===== src/rtl/dpl_pkg.sv =====
package dpl_pkg;
    typedef enum logic [1:0] {
        ST_FETCH  = 2'd0,
        ST_ARG_LO = 2'd1,
        ST_ARG_HI = 2'd2,
        ST_LOAD   = 2'd3
    } seq_state_e;
endpackage


===== src/rtl/dpl_decode.sv =====
module dpl_decode #(
    parameter int          DATA_W   = 8,
    parameter logic [7:0]  OP_SHORT = 8'hA5,
    parameter logic [7:0]  OP_LONG  = 8'hAD
) (
    input  logic [DATA_W-1:0] opcode,
    output logic              is_short,
    output logic              is_long
);
    always_comb begin
        is_short = (opcode == DATA_W'(OP_SHORT));
        is_long  = (opcode == DATA_W'(OP_LONG));
    end
endmodule


===== src/rtl/dpl_ea_form.sv =====
module dpl_ea_form #(
    parameter int ADDR_W   = 16,
    parameter int DATA_W   = 8,
    parameter bit RELOCATE = 1'b1
) (
    input  logic [ADDR_W-1:0] base,
    input  logic [DATA_W-1:0] offset,
    output logic [ADDR_W-1:0] ea
);
    localparam int PAD_W = ADDR_W - DATA_W;

    generate
        if (RELOCATE) begin : g_reloc
            always_comb ea = base + {{PAD_W{1'b0}}, offset};
        end else begin : g_fixed
            logic unused_base;
            always_comb begin
                unused_base = ^base;
                ea = {{PAD_W{1'b0}}, offset};
            end
        end
    endgenerate
endmodule


===== src/rtl/dp_load_seq.sv =====
module dp_load_seq #(
    parameter int          ADDR_W   = 16,
    parameter int          DATA_W   = 8,
    parameter logic [15:0] RESET_PC = 16'h0000,
    parameter logic [7:0]  OP_SHORT = 8'hA5,
    parameter logic [7:0]  OP_LONG  = 8'hAD
) (
    input  logic              clk,
    input  logic              rst_n,
    input  logic              run,
    input  logic              dp_we,
    input  logic [ADDR_W-1:0] dp_wdata,
    input  logic [DATA_W-1:0] mem_rdata,
    output logic [ADDR_W-1:0] mem_addr,
    output logic              mem_rd,
    output logic [DATA_W-1:0] acc,
    output logic [ADDR_W-1:0] pc,
    output logic              done
);
    import dpl_pkg::*;

    localparam int HI_W = ADDR_W - DATA_W;

    typedef struct packed {
        seq_state_e        state;
        logic              long_form;
        logic [ADDR_W-1:0] pc;
        logic [ADDR_W-1:0] ea;
        logic [ADDR_W-1:0] base;
        logic [DATA_W-1:0] acc;
    } seq_t;

    seq_t s_d, s_q;
    logic is_short, is_long;
    logic [ADDR_W-1:0] short_ea;

    dpl_decode #(.DATA_W(DATA_W), .OP_SHORT(OP_SHORT), .OP_LONG(OP_LONG)) u_dec (
        .opcode   (mem_rdata),
        .is_short (is_short),
        .is_long  (is_long)
    );

    dpl_ea_form #(.ADDR_W(ADDR_W), .DATA_W(DATA_W), .RELOCATE(1'b1)) u_ea (
        .base   (s_q.base),
        .offset (mem_rdata),
        .ea     (short_ea)
    );

    always_comb begin
        s_d = s_q;
        unique case (s_q.state)
            ST_FETCH: begin
                if (run) begin
                    s_d.pc = s_q.pc + 1'b1;
                    if (is_short) begin
                        s_d.state     = ST_ARG_LO;
                        s_d.long_form = 1'b0;
                    end else if (is_long) begin
                        s_d.state     = ST_ARG_LO;
                        s_d.long_form = 1'b1;
                    end
                end
            end
            ST_ARG_LO: begin
                s_d.pc = s_q.pc + 1'b1;
                if (s_q.long_form) begin
                    s_d.ea[DATA_W-1:0] = mem_rdata;
                    s_d.state          = ST_ARG_HI;
                end else begin
                    s_d.ea    = short_ea;
                    s_d.state = ST_LOAD;
                end
            end
            ST_ARG_HI: begin
                s_d.pc                  = s_q.pc + 1'b1;
                s_d.ea[ADDR_W-1:DATA_W] = mem_rdata[HI_W-1:0];
                s_d.state               = ST_LOAD;
            end
            ST_LOAD: begin
                s_d.acc   = mem_rdata;
                s_d.state = ST_FETCH;
            end
            default: s_d.state = ST_FETCH;
        endcase
        if (dp_we) s_d.base = dp_wdata;
    end

    always_ff @(posedge clk or negedge rst_n) begin
        if (!rst_n) begin
            s_q.state     <= ST_FETCH;
            s_q.long_form <= 1'b0;
            s_q.pc        <= ADDR_W'(RESET_PC);
            s_q.ea        <= '0;
            s_q.base      <= '0;
            s_q.acc       <= '0;
        end else begin
            s_q <= s_d;
        end
    end

    always_comb begin
        mem_addr = (s_q.state == ST_LOAD) ? s_q.ea : s_q.pc;
        mem_rd   = (s_q.state != ST_FETCH) || run;
        done     = (s_q.state == ST_LOAD);
        acc      = s_q.acc;
        pc       = s_q.pc;
    end

    // the accumulator takes the byte on the bus in the done cycle
    assert_done_loads_R2: assert property (@(posedge clk) disable iff (!rst_n)
        done |=> (acc == $past(mem_rdata)));

    // acc changes only through a load
    assert_acc_quiet_R5: assert property (@(posedge clk) disable iff (!rst_n)
        !done |=> $stable(acc));

    // every byte fetched outside the data cycle moves pc by one
    assert_pc_step_R5: assert property (@(posedge clk) disable iff (!rst_n)
        (mem_rd && !done) |=> (pc == $past(pc) + 1'b1));

    // idle with run low holds pc
    assert_idle_hold_R8: assert property (@(posedge clk) disable iff (!rst_n)
        (!mem_rd) |=> $stable(pc));

    // done never lasts two cycles
    assert_done_single_R9: assert property (@(posedge clk) disable iff (!rst_n)
        done |=> !done);

    // base write lands on the next edge
    assert_base_write_R6: assert property (@(posedge clk) disable iff (!rst_n)
        dp_we |=> (s_q.base == $past(dp_wdata)));
endmodule


===== config.mk =====
export PLATFORM = sky130hd
export DESIGN_NAME = dp_load_seq
export DESIGN_NICKNAME = d
export VERILOG_FILES = /design/src/rtl/dpl_pkg.sv /design/src/rtl/dpl_decode.sv /design/src/rtl/dpl_ea_form.sv /design/src/rtl/dp_load_seq.sv
export SDC_FILE = /design/constraint.sdc
export NUM_CORES = 1
export LEC_CHECK = 0
export BUFFER_PORTS_ARGS = -buffer_cell sky130_fd_sc_hd__buf_2
export CORE_ASPECT_RATIO = 0.5
export CORE_MARGIN = 3
export CORE_UTILIZATION = 55
export CTS_CLUSTER_DIAMETER = 100
export DETAILED_ROUTE_END_ITERATION = 10
export PLACE_DENSITY = 0.81
export SKIP_CTS_REPAIR_TIMING = 1
export SYNTH_ARGS = -nofsm -noshare
export SYNTH_HDL_FRONTEND = slang
export SYNTH_HIERARCHICAL = 1
export SYNTH_SLANG_ARGS = --single-unit

===== constraint.sdc =====
create_clock -name clk -period 3.7 [get_ports clk]
set_input_delay 0.555 -clock clk [delete_from_list [all_inputs] [get_ports clk]]
set_output_delay 0.555 -clock clk [all_outputs]
set_load 0.02 [all_outputs]

==> reports/results.txt, run 1 <==
status: completed
Die Ht: 63.0 um
reg2reg end: s_q[32]
CTS Sinks: 59
Final Instance Count excl. Fillers: 466
Clock Pin Slew Worst Setup and Hold Paths: 0.05 ns
Worst VDD drop: 0.315 mV
core area: 0.00618 mm^2
setup violators final: 0
period utilization: 68.7%
first-pass GRT wire length: 13500 um
TritonCTS clock tree: built
Leak: 1.87 nW
GRT Overall Usage: 23.0%
Seq pwr share: 31.7%
Synth cell types: 47
final hold vios: 0
Synth async-reset ratio: 100%
cell internal pwr: 1.97 mW
Clock Latency Late Sink: 0.33 ns
Routed Antenna Nets: 0
H-tree depth: 3
FP Rows: 20
Synth Area per Inst: 10.8 um^2
end-of-flow core utilization: 66.0%
crit start category: register
Critical Path RT: 3.14 ns
Placed Cells: 451
diode count: 0
EDFF count, synth: 0
Combinational Power Share: 43.9%
top cell type's share of synthesized area: 41.4%
IO Count: 70
Mapped Nets: 373
Area Overhead vs Synth: 14.2%
via count: 2670
Crit Path Max Fanout: 19
clock network power share: 24.4%
First DRT Iteration DRCs: 124
Setup TNS: 0 ns
Hold Path Class: in2async
CTS max path bufs: 2
CP Class: reg2out
Synth Warn #: 6
GR Overflow Total: 0
clk root buf: clkbuf_16
detailed placement HPWL: 5870 um
mean number of vias per cell: 5.73
Synth area leaders: dfrtp_1 (41%), mux2_2 (13%), xnor2_1 (5.2%)
CTS Buf Count: 9
Synth top cells by count: dfrtp_1 (59), mux2_2 (41), buf_4 (24)
cell count after synthesis: 331
Post-synth top flop: dfrtp_1
vias in the first global route: 2655
final WL: 7910 um
Die Area: 0.00755 mm^2
Setup Skew: 0.00686 ns
fraction of layout cells with a size suffix above 1: 36.2%
WP data arrival: 1.99 ns
Power Density: 805 mW/mm^2
largest net degree at the start of global routing: 38
Worst Reg-to-Reg Cells: 9
Yosys top cell by area: dfrtp_1
Min Hold Slack: 0.190 ns
CP Launch Point: s_q[58]
post-synthesis sequential area ratio: 41.4%
RSZ-0062 raised after global routing: no
initial antenna violation count: 0
Setup crit end: mem_addr[1]
dpl ws: 1.08 ns
sw frac: 39.9%
DRC viols: 0
WL/cell: 17.0 um
Initial Util: 57.7%
CP Capture Type: output pin
DP Area: 0.00379 mm^2
Max transition margin: 44.4%
measured slew at the worst slew-check pin: 0.834 ns
Post-Syn Area: 0.00357 mm^2
switching power summed over all nets: 1.31 mW
FMAX: 393 MHz
Routability Congestion: 0.924
nets@finish: 416
setup ws final: 1.16 ns
Final Cell Area: 0.00408 mm^2
minimum clock period: 2.54 ns
R2R setup slack: 1.34 ns
TritonRoute pass-1 iters: 4
chip width: 120 um
Max Slew Vio Count: 0
reported max-cap violation count: 0
#FFs+latches synth: 59
RR Startpoint: s_q[8]
Final Power: 3.28 mW
cell with the most instances after synthesis: dfrtp_1
Port Buffer Count: 69
## how the worst min path moves through the flow
stage          slack [ns]     end  depth (start not counted)
2_1_floorplan        0.26  acc[0]                          0
3_3_place_gp         0.48  acc[3]                          1
3_5_place_dp         0.49  pc[15]                          1
4_1_cts              0.20  pc[11]                          1
5_1_grt              0.24   pc[7]                          1
6_report             0.19  pc[11]                          1
## power by group through the flow
stage | clock (mW) | combinational, mW | sequential (mW)
2_1_floorplan | 0 | 1.22 | 0.971
3_3_place_gp | 0 | 1.39 | 1.03
3_5_place_dp | 0 | 1.43 | 1.04
4_1_cts | 0.813 | 1.45 | 1.04
5_1_grt | 0.842 | 1.58 | 1.07
6_report | 0.801 | 1.44 | 1.04
## placed cells by master, fill, tap and decap left out, drive strengths merged, types with 3 or more instances in the layout
master,instances
nor2b,3
nand4,5
a22oi,8
mux2i,18
o21ai,13
and2,3
buf,72
nand3,11
xnor2,21
nand2,13
nor2,19
mux2,41
a21oi,22
nor3,4
o2111ai,3
a21o,3
and3,6
ha,13
inv,5
xor2,6
dfrtp,59
clkbuf,10
## critical path, cell delays in order (launching register included)
cell,delay (ns)
dfrtp_1,0.39
ha_1,0.38
buf_4,0.35
mux2_2,0.38
buf_2,0.16
## sequential cells by signal, indices dropped and copies added (netlist names)
register and flops:
s_q 35, pc 16, acc 8
## metal layers
layer	share of wire (%)	vias up	track usage, %
met4	1.5	0	7.56
met2	44	70	34.2
li1	-	1244	-
met5	0	-	0
met3	6.0	12	7.23
met1	48	1344	32.0
## layout make-up
type	instances	area, um^2
Timing Repair Buffer	72	368
Fill cell	476	2100
Inverter	5	18.8
Clock inverter	5	55.1
Tap cell	88	110
Sequential cell	59	1480
Multi-Input combinational cell	227	1820
Clock buffer	10	229
## logic make-up (layout without fill, tap and decap cells)
| logic type | Yosys count | after routing | share of synthesized area [%] |
|---|---|---|---|
| simple gates | 69 | 69 | 10.5 |
| mux | 59 | 59 | 18.3 |
| flops | 59 | 59 | 41.4 |
| compound gates | 58 | 58 | 10.4 |
| buf+inv | 45 | 92 | 7.64 |
| xor+xnor | 27 | 27 | 6.63 |
| fa+ha+maj | 14 | 14 | 5.12 |
No activity file was read; power rests on OpenSTA's default activity.
==> run 2: changes to the inputs <==
--- a/config.mk
+++ b/config.mk
@@ -5,13 +5,14 @@
 export SDC_FILE = /design/constraint.sdc
 export NUM_CORES = 1
 export LEC_CHECK = 0
+export ABC_AREA = 1
 export BUFFER_PORTS_ARGS = -buffer_cell sky130_fd_sc_hd__buf_2
 export CORE_ASPECT_RATIO = 0.5
 export CORE_MARGIN = 3
 export CORE_UTILIZATION = 55
 export CTS_CLUSTER_DIAMETER = 100
 export DETAILED_ROUTE_END_ITERATION = 10
-export PLACE_DENSITY = 0.81
+export PLACE_DENSITY = 0.8
 export SKIP_CTS_REPAIR_TIMING = 1
 export SYNTH_ARGS = -nofsm -noshare
 export SYNTH_HDL_FRONTEND = slang
==> constraint.sdc (replaced) <==
create_clock -name clk -period 2.4 [get_ports clk]
set_input_delay 0.36 -clock clk [delete_from_list [all_inputs] [get_ports clk]]
set_output_delay 0.36 -clock clk [all_outputs]
set_load 0.02 [all_outputs]
==> run 2 against run 1 <==
  * Final area is 5.1% higher
  * Setup slack worse by 0.79 ns
  * Synthesized cell count is 40% higher
  * Critical endpoint is now s_q[38]
  * Sequential share of layout area is 1.7 points lower
  * Wire length is 8.1% higher
  * Critical path type is now reg2reg
  * Largest cell class unchanged
  * Highest routed layer unchanged
  * Cell count is 29% higher
  * Clock-buffer cell count is 2 higher
==> reports/results.txt, run 2 <==
minimum clock period: 2.03 ns
Crit Path Max Fanout: 3 (-16)
sw frac: 42.3% (+2.4 points)
FMAX: 492 MHz
Routability Congestion: 0.875 (-5.4%)
Leak: 2.21 nW (+18%)
Initial Util: 59.7% (+2.0 points)
Synth area leaders: dfrtp_1 (39%), nand2_1 (11%), mux2_2 (7.4%)
Filler cells: 553 (+16%)
crit path buf inv count: 0 (-2)
chip width: 123 um (+3.0%)
Max Slew Vio Count: 0 (unchanged)
cell with the most instances after synthesis: nand2_1
Synth Area per Inst: 8.16 um^2 (-24%)
fraction of layout cells with a size suffix above 1: 27.2% (-9.0 points)
Yosys top cell by area: dfrtp_1
Synth cell types: 35 (-26%)
clock network power share: 23.0% (-1.4 points)
mean number of vias per cell: 5.25 (-8.4%)
status: completed
final hold vios: 0 (unchanged)
Clock Latency Late Sink: 0.33 ns (about the same)
CP Class: reg2reg
RSZ-0062 raised after global routing: no
CP Cell Sequence: ha_1 -> fa_1 -> nand2_1 -> nand2_1 -> nand3b_1 -> nand2_1 -> nand2_1 -> nand2_1 -> nand2_1 -> nand2_1 -> mux2i_1 -> a21oi_2
Synth top cells by count: nand2_1 (112), dfrtp_1 (59), inv_1 (53)
most common cell after layout, fill and taps aside: nand2_1
largest net degree at the start of global routing: 60 (+58%)
Die Area: 0.00799 mm^2 (+5.8%)
Critical Path RT: 2.60 ns (-0.54 ns)
Post-Syn Area: 0.00379 mm^2 (+6.3%)
Routed Antenna Nets: 0 (unchanged)
Hold Path Class: in2async
EDFF count, synth: 0 (unchanged)
most frequent cells in the layout: nand2_1 (112), buf_2 (69), dfrtp_1 (59)
Max transition margin: 48.5% (+4.0 points)
area occupied by multi-input gates: 0.00186 mm^2 (+2.3%)
Mapped Nets: 507 (+36%)
vias in the first global route: 2913 (+9.7%)
Synth async-reset ratio: 100% (unchanged)
First DRT Iteration DRCs: 255 (+110%)
#FFs+latches synth: 59 (unchanged)
diode count: 0 (unchanged)
final WL: 8550 um (+8.1%)
H-tree depth: 3 (unchanged)
clk root buf: clkbuf_16
first-pass GRT wire length: 13800 um (+1.9%)
TritonCTS clock tree: built
switching power summed over all nets: 2.10 mW (+60%)
detailed placement HPWL: 6190 um (+5.5%)
setup violators final: 0 (unchanged)
Worst VDD drop: 0.484 mV (+54%)
Top Registers: s_q x35, pc x16, acc x8
Combinational Power Share: 45.6% (+1.7 points)
WP data arrival: 2.23 ns (+0.24 ns)
cell internal pwr: 2.87 mW (+45%)
Synth Warn #: 6 (unchanged)
CTS Buf Count: 9 (unchanged)
cell count after synthesis: 465 (+40%)
CTS max path bufs: 2 (unchanged)
Largest register FFs: 35 (unchanged)
WL/cell: 14.2 um (-16%)
Setup TNS: 0 ns (unchanged)
Final Power: 4.97 mW (+51%)
FP Rows: 20 (unchanged)
top cell type's share of synthesized area: 38.9% (-2.5 points)
Setup Skew: 0.00557 ns (-0.00129 ns)
TritonRoute pass-1 iters: 6 (+2)
GR Overflow Total: 0 (unchanged)
core area: 0.00636 mm^2 (+2.8%)
Area Overhead vs Synth: 12.9%
Post-synth top flop: dfrtp_1
CP delay by family, top: adder cells
Largest Register: s_q
DRC viols: 0 (unchanged)
crit-path most repeated cell: nand2_1
via count: 3158 (+18%)
CP Capture Type: register
Clock Pin Slew Worst Setup and Hold Paths: 0.05 ns (about the same)
IO Count: 70 (unchanged)
Crit-path slowest cell: fa_1
Die Ht: 64.7 um (+2.8%)
Max stage delay on crit path: 0.40 ns (about the same)
Power Density: 1160 mW/mm^2 (+44%)
nets@finish: 555 (+33%)
crit start category: register
measured slew at the worst slew-check pin: 0.773 ns (-0.0604 ns)
initial antenna violation count: 0 (unchanged)
post-synthesis sequential area ratio: 38.9% (-2.5 points)
Port Buffer Count: 69 (unchanged)
period utilization: 84.6%
Seq pwr share: 31.4% (-0.3 points)
reported max-cap violation count: 0 (unchanged)
GRT Overall Usage: 22.8% (-0.26 points)
Reg area: 0.00148 mm^2 (unchanged)
CTS Sinks: 59 (unchanged)
[run 2: cell count changes in the layout (fill, tap and decap cells not counted), moves of 9 or more]
cell | previous run | this run
nand2_1 | 13 | 112
inv_1 | 5 | 53
mux2i_1 | 17 | 8
nor2_1 | 19 | 36
o21ai_0 | 12 | 30
mux2_2 | 41 | 25
xnor2_1 | 21 | 1
nor2_2 | 0 | 10
[run 2: path summary, 6_finish.rpt]
check | startpoint | endpoint | slack, ns | cells past startpoint
max in group asynchronous | rst_n | s_q[58] | 1.70 | 2
min in group clk | dp_wdata[11] | s_q[19] | 0.26 | 2
max reg2reg | s_q[8] | s_q[38] | 0.37 | 12
min | rst_n | s_q[20] | 0.18 | 2
max | s_q[8] | s_q[38] | 0.37 | 12
min reg2reg | acc[2] | acc[2] | 0.50 | 1
[run 2: power by group through the flow]
stage / Combinational (mW) / Sequential (mW) / Clock [mW]
final: 2.27 / 1.56 / 1.14
after floorplan: 1.90 / 1.49 / 0
after CTS: 2.28 / 1.56 / 1.16
after detailed placement: 2.26 / 1.57 / 0
after global placement: 2.20 / 1.55 / 0
after global routing: 2.49 / 1.60 / 1.20
[run 2: cell type report]
class | instances | area share (%)
timing repair buffer | 71 | 8.41
sequential | 59 | 34.5
inverter | 58 | 5.08
clock buffer | 12 | 5.99
multi-input combinational | 314 | 43.5
tap | 88 | 2.57
[run 2: kinds of logic (layout without fill, tap and decap cells)]
logic type                 after synthesis  in the layout  share of synthesized area, %
and+or+nand+nor                        197            197                          23.2
buffers and inverters                   92            141                          12.0
DFF                                     59             59                          38.9
AOI/OAI and AO/OA                       56             56                          8.28
muxes                                   33             33                          9.53
adders and majority gates               14             14                          4.82
xor gates and xnor gates                14             14                          3.23
[run 2: per-stage QoR]
step | std cells | hold slack (ns) | util, % | setup slack (ns) | instance area (um^2)
2_1_floorplan | 465 | 0.0644 | - | 0.625 | 3790
3_3_place_gp | 590 | 0.474 | 63.3 | 0.402 | 4030
3_5_place_dp | 590 | 0.484 | 63.3 | 0.367 | 4030
4_1_cts | 602 | 0.205 | 67.4 | 0.370 | 4280
5_1_grt | 602 | 0.246 | 67.4 | 0.236 | 4280
6_report | 602 | 0.177 | 67.4 | 0.369 | 4280
[run 2: routing by layer]
layer / wire length [um] / GRT usage [%] / vias to the layer above
met5: 0 / 0 / -
met2: 3650 / 33.1 / 129
li1: - / - / 1546
met4: 144 / 6.48 / 0
met1: 4060 / 30.9 / 1462
met3: 691 / 9.76 / 21
==> run 3: changes to the inputs <==
--- a/config.mk
+++ b/config.mk
@@ -9,10 +9,10 @@
 export BUFFER_PORTS_ARGS = -buffer_cell sky130_fd_sc_hd__buf_2
 export CORE_ASPECT_RATIO = 0.5
 export CORE_MARGIN = 3
-export CORE_UTILIZATION = 55
+export CORE_UTILIZATION = 51
 export CTS_CLUSTER_DIAMETER = 100
 export DETAILED_ROUTE_END_ITERATION = 10
-export PLACE_DENSITY = 0.8
+export PLACE_DENSITY = 0.78
 export SKIP_CTS_REPAIR_TIMING = 1
 export SYNTH_ARGS = -nofsm -noshare
 export SYNTH_HDL_FRONTEND = slang
==> constraint.sdc (replaced) <==
create_clock -name clk -period 1.8 [get_ports clk]
set_input_delay 0.27 -clock clk [delete_from_list [all_inputs] [get_ports clk]]
set_output_delay 0.27 -clock clk [all_outputs]
set_load 0.02 [all_outputs]
==> run 3 against run 2 <==
  * Highest routed layer unchanged
  * The run now ends with setup timing left
  * Sequential share of layout area shrank 2.6 points
  * First-iteration DRC count shrank 18%
  * Wire length grew 6.0%
  * Largest power group unchanged
  * Largest cell class unchanged
  * Clock power grew 53%
  * Via count grew 0.89%
==> reports/results.txt, run 3 (same netlist as run 2, synthesis figures left out) <==
setup ws final: -0.0476 ns (-0.417 ns)
TritonCTS clock tree: built
Max Slew Vio Count: 0 (unchanged)
CP Class: reg2reg
Hold Path Class: in2reg
mean number of vias per cell: 5.07 (-3.4%)
DRC viols: 0 (unchanged)
setup violators final: 4 (+4)
Area Overhead vs Synth: 21.9%
RR Startpoint: s_q[8]
core area: 0.00694 mm^2 (+9.1%)
Hold Path Stages: 2
chip width: 128 um (+3.7%)
via count: 3186 (+0.89%)
IO Count: 70 (unchanged)
FMAX: 541 MHz (+9.9%)
most common cell after layout, fill and taps aside: nand2_1
Top Registers: s_q x35, pc x16, acc x8
Critical Path RT: 1.99 ns (-0.61 ns)
Power Density: 1570 mW/mm^2 (+35%)
hold path startpoint: dp_wdata[10]
measured slew at the worst slew-check pin: 0.493 ns (-0.280 ns)
period utilization: 103% (+18 points)
CP Capture Type: register
DP Area: 0.00418 mm^2 (+3.7%)
Die Area: 0.00857 mm^2 (+7.3%)
CTS Sinks: 59 (unchanged)
reg2reg end: s_q[34]
WL/cell: 14.4 um (+1.5%)
Hold Crit Endpoint: s_q[18]
Largest register FFs: 35 (unchanged)
Setup Skew: 0.00327 ns (-0.00231 ns)
clk root buf: clkbuf_16
Clock Pin Slew Worst Setup and Hold Paths: 0.05 ns (about the same)
Worst VDD drop: 0.571 mV (+18%)
detailed placement HPWL: 6730 um (+8.6%)
end-of-flow core utilization: 66.7% (-0.70 points)
GRT Overall Usage: 22.2% (-0.53 points)
Min Hold Slack: 0.168 ns (-0.00915 ns)
Routability Congestion: 0.881 (+0.70%)
WP data arrival: 2.04 ns (-0.19 ns)
vias in the first global route: 2949 (+1.2%)
final WL: 9060 um (+6.0%)
Final Instance Count excl. Fillers: 629 (+4.5%)
CTS Buf Count: 9 (unchanged)
FP Rows: 21 (+5.0%)
Leak: 2.36 nW (+6.7%)
largest net degree at the start of global routing: 60 (unchanged)
GR Overflow Total: 0 (unchanged)
diode count: 0 (unchanged)
First DRT Iteration DRCs: 210 (-18%)
nets@finish: 576 (+3.8%)
R2R setup slack: -0.05 ns (-0.42 ns)
crit start category: register
Die Ht: 67.0 um (+3.5%)
final hold vios: 0 (unchanged)
dpl ws: -0.142 ns (-0.509 ns)
Worst Reg-to-Reg Cells: 12 (unchanged)
Initial Util: 54.7% (-5.0 points)
minimum clock period: 1.85 ns (-0.183 ns)
Final Power: 7.26 mW (+46%)
status: finished with violations
fraction of layout cells with a size suffix above 1: 33.5% (+6.3 points)
Crit Path Max Fanout: 3 (unchanged)
failing checks: setup timing
CTS max path bufs: 2 (unchanged)
Final Cell Area: 0.00463 mm^2 (+8.0%)
Setup TNS: -0.106 ns (-0.106 ns)
first-pass GRT wire length: 14400 um (+4.3%)
Max transition margin: 67.0% (+19 points)
most frequent cells in the layout: nand2_1 (109), buf_2 (63), dfrtp_1 (59)
H-tree depth: 3 (unchanged)
reported max-cap violation count: 0 (unchanged)
Largest Register: s_q
Placed Cells: 610 (+3.4%)
Clock Latency Late Sink: 0.33 ns (about the same)
Filler cells: 571 (+3.3%)
Routed Antenna Nets: 0 (unchanged)
TritonRoute pass-1 iters: 4 (-2)
Port Buffer Count: 69 (unchanged)
RSZ-0062 raised after global routing: yes
initial antenna violation count: 0 (unchanged)
run 3: metal layers:
| layer | track usage (%) | vias up | wire [um] | share of wire, % |
|---|---|---|---|---|
| met5 | 0 | - | 0 | 0 |
| met4 | 7.41 | 0 | 194 | 2.1 |
| met3 | 8.01 | 18 | 621 | 6.9 |
| met2 | 34.0 | 78 | 4010 | 44 |
| met1 | 29.3 | 1499 | 4230 | 47 |
| li1 | - | 1591 | - | - |
run 3: critical path: stages, from the launching register on:
cell and delay [ns]:
dfrtp_1 0.41, ha_4 0.18, fa_2 0.34, nand2_1 0.07, nand2_1 0.07, nand3b_1 0.10, nand2_2 0.08, nand2_2 0.07
nand2_1 0.05, nand2_1 0.05, nand2_1 0.04, mux2i_1 0.15, a21oi_1 0.09
run 3: report_power, final:
part,internal (mW),switching [mW]
logic,1.37,2.06
clock network,1.16,0.573
registers,1.76,0.340
total,4.29,2.97
run 3: worst max path at each step:
stage / depth (start not counted) / endpoint / start / slack, ns
3_5_place_dp: 13 / s_q[34] / mem_rdata[0] / -0.14
6_report: 12 / s_q[34] / s_q[8] / -0.05
5_1_grt: 12 / s_q[34] / s_q[8] / -0.21
2_1_floorplan: 12 / s_q[38] / s_q[8] / 0.05
3_3_place_gp: 13 / s_q[38] / mem_rdata[0] / -0.07
4_1_cts: 12 / s_q[34] / s_q[8] / -0.16
run 3: area by class of cell:
| cell class | instances | area, um^2 | share of cell area (%) |
|---|---|---|---|
| clock buffer | 12 | 267 | 5.76 |
| clock inverter | 2 | 35.0 | 0.757 |
| inverter | 58 | 218 | 4.71 |
| multi-input combinational | 314 | 1940 | 41.9 |
| sequential | 59 | 1480 | 31.9 |
| tap | 92 | 115 | 2.49 |
| timing repair buffer | 92 | 578 | 12.5 |
